**src/rtl/rfsh_pkg.sv**
```systemverilog
package rfsh_pkg;

    typedef enum logic [1:0] {
        ST_IDLE   = 2'd0,
        ST_WAIT   = 2'd1,
        ST_STROBE = 2'd2
    } rfsh_state_t;

endpackage

```
**src/rtl/rfsh_tick.sv**
```systemverilog
// Free-running down-counter that paces refresh ticks.
module rfsh_tick #(
    parameter int CNT_W = 16
) (
    input  logic             clk,
    input  logic             rst_n,
    input  logic [CNT_W-1:0] period_i,
    output logic             tick_o
);

    logic [CNT_W-1:0] cnt_q;
    logic             wrap;

    assign wrap = (cnt_q == '0);

    // The period is sampled only during reset and at the wrap.
    always_ff @(posedge clk) begin
        if (!rst_n) begin
            cnt_q <= period_i;
        end else if (wrap) begin
            cnt_q <= period_i;
        end else begin
            cnt_q <= cnt_q - 1'b1;
        end
    end

    assign tick_o = rst_n && wrap;

endmodule

```
**src/rtl/rfsh_row_ptr.sv**
```systemverilog
// Row pointer sweeping 0..last_row_i, wrapping back to 0.
module rfsh_row_ptr #(
    parameter int ROW_W = 12
) (
    input  logic             clk,
    input  logic             rst_n,
    input  logic             adv_i,
    input  logic [ROW_W-1:0] last_row_i,
    output logic [ROW_W-1:0] row_o
);

    logic [ROW_W-1:0] row_q;
    logic             at_end;

    // A span reduced below the pointer also wraps.
    assign at_end = (row_q >= last_row_i);

    always_ff @(posedge clk) begin
        if (!rst_n) begin
            row_q <= '0;
        end else if (adv_i) begin
            row_q <= at_end ? '0 : row_q + 1'b1;
        end
    end

    assign row_o = row_q;

endmodule

```
**src/rtl/rfsh_seq.sv**
```systemverilog
// Request / strobe sequencer plus overdue flag.
module rfsh_seq
    import rfsh_pkg::*;
#(
    parameter int RAS_CYC = 3
) (
    input  logic clk,
    input  logic rst_n,
    input  logic tick_i,
    input  logic gnt_i,
    input  logic ovd_clr_i,
    output logic req_o,
    output logic ras_o,
    output logic done_o,
    output logic overdue_o
);

    localparam int STB_W = (RAS_CYC < 2) ? 1 : $clog2(RAS_CYC);
    localparam logic [STB_W-1:0] STB_LAST = STB_W'(RAS_CYC - 1);

    rfsh_state_t      state_q, state_d;
    logic [STB_W-1:0] stb_q;
    logic             stb_end;
    logic             busy;
    logic             ovd_q;

    assign stb_end = (stb_q == '0);

    // State register
    always_ff @(posedge clk) begin
        if (!rst_n) begin
            state_q <= ST_IDLE;
        end else begin
            state_q <= state_d;
        end
    end

    // Next-state logic
    always_comb begin
        state_d = state_q;
        unique case (state_q)
            ST_IDLE:   if (tick_i) state_d = ST_WAIT;
            ST_WAIT:   if (gnt_i)  state_d = ST_STROBE;
            ST_STROBE: if (stb_end) state_d = ST_IDLE;
            default:   state_d = ST_IDLE;
        endcase
    end

    // Strobe length counter
    always_ff @(posedge clk) begin
        if (!rst_n) begin
            stb_q <= '0;
        end else if (state_q == ST_WAIT && gnt_i) begin
            stb_q <= STB_LAST;
        end else if (state_q == ST_STROBE && !stb_end) begin
            stb_q <= stb_q - 1'b1;
        end
    end

    // Outputs decoded from the state register
    always_comb begin
        req_o  = 1'b0;
        ras_o  = 1'b0;
        done_o = 1'b0;
        unique case (state_q)
            ST_IDLE:   ;
            ST_WAIT:   req_o = 1'b1;
            ST_STROBE: begin
                ras_o  = 1'b1;
                done_o = stb_end;
            end
            default:   ;
        endcase
    end

    // Overdue flag: a tick while a refresh is still open; set beats clear.
    assign busy = (state_q != ST_IDLE);

    always_ff @(posedge clk) begin
        if (!rst_n) begin
            ovd_q <= 1'b0;
        end else if (tick_i && busy) begin
            ovd_q <= 1'b1;
        end else if (ovd_clr_i) begin
            ovd_q <= 1'b0;
        end
    end

    assign overdue_o = ovd_q;

endmodule

```
**src/rtl/rfsh_scan.sv**
```systemverilog
// Top: host-side DRAM refresh row scanner.
module rfsh_scan #(
    parameter int CNT_W   = 16,
    parameter int ROW_W   = 12,
    parameter int RAS_CYC = 3
) (
    input  logic             clk,
    input  logic             rst_n,
    input  logic [CNT_W-1:0] period_i,
    input  logic [ROW_W-1:0] last_row_i,
    input  logic             gnt_i,
    input  logic             overdue_clr_i,
    output logic             req_o,
    output logic             ras_o,
    output logic [ROW_W-1:0] row_o,
    output logic             overdue_o
);

    logic tick;
    logic done;

    rfsh_tick #(.CNT_W(CNT_W)) u_tick (
        .clk      (clk),
        .rst_n    (rst_n),
        .period_i (period_i),
        .tick_o   (tick)
    );

    rfsh_seq #(.RAS_CYC(RAS_CYC)) u_seq (
        .clk       (clk),
        .rst_n     (rst_n),
        .tick_i    (tick),
        .gnt_i     (gnt_i),
        .ovd_clr_i (overdue_clr_i),
        .req_o     (req_o),
        .ras_o     (ras_o),
        .done_o    (done),
        .overdue_o (overdue_o)
    );

    rfsh_row_ptr #(.ROW_W(ROW_W)) u_row (
        .clk        (clk),
        .rst_n      (rst_n),
        .adv_i      (done),
        .last_row_i (last_row_i),
        .row_o      (row_o)
    );

endmodule

```
**config.mk**
```make
export PLATFORM = sky130hd
export DESIGN_NAME = rfsh_scan
export DESIGN_NICKNAME = d
export VERILOG_FILES = /design/src/rtl/rfsh_pkg.sv /design/src/rtl/rfsh_tick.sv /design/src/rtl/rfsh_row_ptr.sv /design/src/rtl/rfsh_seq.sv /design/src/rtl/rfsh_scan.sv
export SDC_FILE = /design/constraint.sdc
export NUM_CORES = 1
export LEC_CHECK = 0
export ABC_CLOCK_PERIOD_IN_PS = 1800
export BUFFER_PORTS_ARGS = -buffer_cell sky130_fd_sc_hd__buf_2
export CORE_MARGIN = 3
export CORE_UTILIZATION = 45
export DETAILED_ROUTE_END_ITERATION = 7
export PLACE_DENSITY_LB_ADDON = 0.08
export SYNTH_ARGS = -nofsm -noshare
export SYNTH_HDL_FRONTEND = slang
export SYNTH_SLANG_ARGS = --single-unit
export TNS_END_PERCENT = 30
```
**constraint.sdc**
```tcl
create_clock -name clk -period 1.8 [get_ports clk]
set_input_delay 0.09 -clock clk [delete_from_list [all_inputs] [get_ports clk]]
set_output_delay 0.09 -clock clk [all_outputs]
set_load 0.1 [all_outputs]
```
==> flow_summary.toml <==
[outcome]
outcome = "complete, no violations"

[synthesis]
ys_ff_latch = 33
synth_top_family_by_area = "simple AND/OR/NAND/NOR gates"
yosys-top-cells-area = "dfxtp_1, ha_1, xnor2_1, nand2_1, nor3_1"
synthSimpleGateAreaFrac = 0.275
synth_top_area_share = 0.340
synth_compound_area_frac = 0.119
synth-xor-area-share = 0.0990
avgSynthCellArea_um2 = 8.42
ys_seq_area_frac = 0.340
yosys-top-cells-count = "dfxtp_1, nand2_1, nor3_1, inv_1"
synth_edf_count = 0
synth_area_um2 = 1950
synth_fa_ha_area_frac = 0.103
synthCells = 231
ys.flop_type = "dfxtp_1"
synth_area_leader_cell = "dfxtp_1"
yosysUniqueCellTypes = 41
synthArstFlopShare = 0
muxShareOfSynthArea = 0.00579
synth_most_common_cell = "dfxtp_1"
yosys_warnings = 0
synth_fp_nets = 279

[worst_setup_path]
required_ps = 1980
crit_type = "reg -> reg"
crit_path_start_kind = "flip-flop"
worstPathMaxFanout = 5
worst_setup_path_end_kind = "flip-flop"
worstPathArrival_ps = 1830

[grt]
grt_pass1_vias = 1642
grt_max_degree = 33
antenna_found_initial = 0
grt_pass1_wl_um = 6740
grt_usage = 0.167
global_route.overflow_total = 0

[drt]
via_per_inst = 5.00
post_drt_wl_per_cell_um = 11.6
firstDrtPassIters = 4
vias = 1771
drc = 0
routed_wl_um = 4120
drt-initial-drc-count = 51
antenna_left = 0

[power_and_ir_drop]
leakage_nw = 1.14
pwr-share-comb = 0.178
vdd_drop_max_mv = 0.524
p_sw_w = 0.000454
pwr-share-seq = 0.501
p_sw_frac = 0.280
p_int_w = 0.00116
p_per_area_nw_per_um2 = 631
power.clock.fraction = 0.322

[die]
core_um2 = 4090
die_width_um = 71.8
die-area_um2 = 5150
ios = 47
std_cell_rows = 23
die_y_um = 71.8
start_util = 0.476

[timing]
slew_viol_final = 0
max_freq_ghz = 0.604
rsz0062_at_grt = "false"
setup_viol = 0
timing.final.ws_setup_ps = 145
min_period_ps = 1650
fin_crit_sh = 0.919
hold_viol = 0
setup_tns_ps = 0
clock_skew_ps = 5.23
slew_headroom = 0.678
worst_slew_pin_slew_ps = 487

[clock_tree]
clk_path_buf_depth = 2
htreeDepth = 2
cts-root-buf = "clkbuf_8"
tritoncts = "built"
worstSkewPairLatency_ps = 290
clock-sinks = 33
cts_buffers = 5
clkTransAtPathRegs_ps = 70

[final_layout]
fill_cells = 374
final_core_util = 0.628
final_cell_area_um2 = 2570
drive_gt1_frac = 0.309
fin_cells = 354
nets = 351
antennaDiodeCount = 0
syn_to_final_growth_pct = 31.9

[place]
postPlaceCellArea_um2 = 2300
gp_congestion = 0.859
place.port_buffers = 46
pre_cts_ws_ps = 22.1
dp.cells = 330
dp_hpwl_um = 2880

[run]
drv_cap = 0

[worst_hold_path]
hold_class = "in -> reg"
==> placed cells by master (no fill, tap or decap), drive strengths merged, types with 2 or more instances in the layout <==
cell,netlist,layout
xnor2,16,16
ha,16,16
and3,4,4
nor3,20,20
nand4,2,2
clkinv,1,4
xor2,6,6
inv,17,17
nand3,9,9
nand2,30,30
or3,2,2
clkbuf,0,5
dfxtp,33,33
a21oi,12,12
nor3b,2,2
nor2,16,16
o21ai,21,21
buf,5,55
and2b,3,3
nand4b,2,2
nor2b,2,2
nor4,2,2
dlygate4sd3,0,14
a31o,1,2
==> stage by stage <==
| stage | power (W) | hold WS, ps |
|---|---|---|
| 4_1_cts | 0.00163 | 0.989 |
| 3_5_place_dp | 0.00108 | 288 |
| 6_report | 0.00162 | 4.56 |
| 5_1_grt | 0.00172 | 33.1 |
| 2_1_floorplan | 0.00101 | 199 |
| 3_3_place_gp | 0.00108 | 284 |
==> flip-flops by register name (all words and copies together) (netlist names) <==
register and flops:
u_row.row_o 12, u_seq.overdue_o 1, u_seq.state_q 2, u_seq.stb_q 2
u_tick.cnt_q 16
==> worst paths after layout <==
path / startpoint / to / slack (ps) / cells after the start
setup / recovery: u_tick.cnt_q[6] / u_tick.cnt_q[9] / 150 / 5
hold / removal: period_i[4] / u_tick.cnt_q[4] / 5 / 3
hold reg to reg: u_seq.overdue_o / u_seq.overdue_o / 470 / 2
setup reg to reg: u_tick.cnt_q[6] / u_tick.cnt_q[9] / 150 / 5
==> logic make-up after synthesis <==
family / count (synthesis)
adder cells (fa/ha/maj): 16
AND/OR/NAND/NOR: 97
multiplexers: 1
buffers and inverters: 23
AO/OA/AOI/OAI: 39
flip-flops: 33
XOR/XNOR: 22
==> critical path, stage by stage (launching register included) <==
cell,delay (ps)
dfxtp_1,350
nor4_4,480
and3b_1,340
and2b_2,180
xnor2_1,130
o21ai_2,60
==> power by group through the flow <==
stage	Combinational [W]	Sequential, W	Clock [W]
6_report	0.000287	0.000811	0.000521
5_1_grt	0.000325	0.000816	0.000583
4_1_cts	0.000280	0.000810	0.000541
3_5_place_dp	0.000255	0.000826	0
3_3_place_gp	0.000253	0.000825	0
2_1_floorplan	0.000173	0.000836	0
==> area by class of cell <==
| type | count | area (um2) | share of cell area |
|---|---|---|---|
| Clock buffer | 5 | 68.8 | 0.0268 |
| Timing Repair Buffer | 69 | 438 | 0.171 |
| Sequential cell | 33 | 706 | 0.275 |
| Tap cell | 50 | 62.6 | 0.0244 |
| Inverter | 18 | 67.6 | 0.0263 |
| Multi-Input combinational cell | 176 | 1210 | 0.472 |
| Clock inverter | 3 | 12.5 | 0.00488 |
==> routing by layer <==
metal	vias up	track usage	wire, um
li1	944	-	-
met5	-	0	0
met1	770	0.191	1810
met2	47	0.282	1970
met4	0	0.0835	100
met3	10	0.0505	239
==> timing repair <==
action / CTS / global route
hold buffers: 14 / 0
buffers inserted: 0 / 1
endpoints found under the hold margin: 14 / 0
endpoints found under the setup margin: 0 / 26
resized for setup: 0 / 5
No activity file was read; power rests on OpenSTA's default activity.
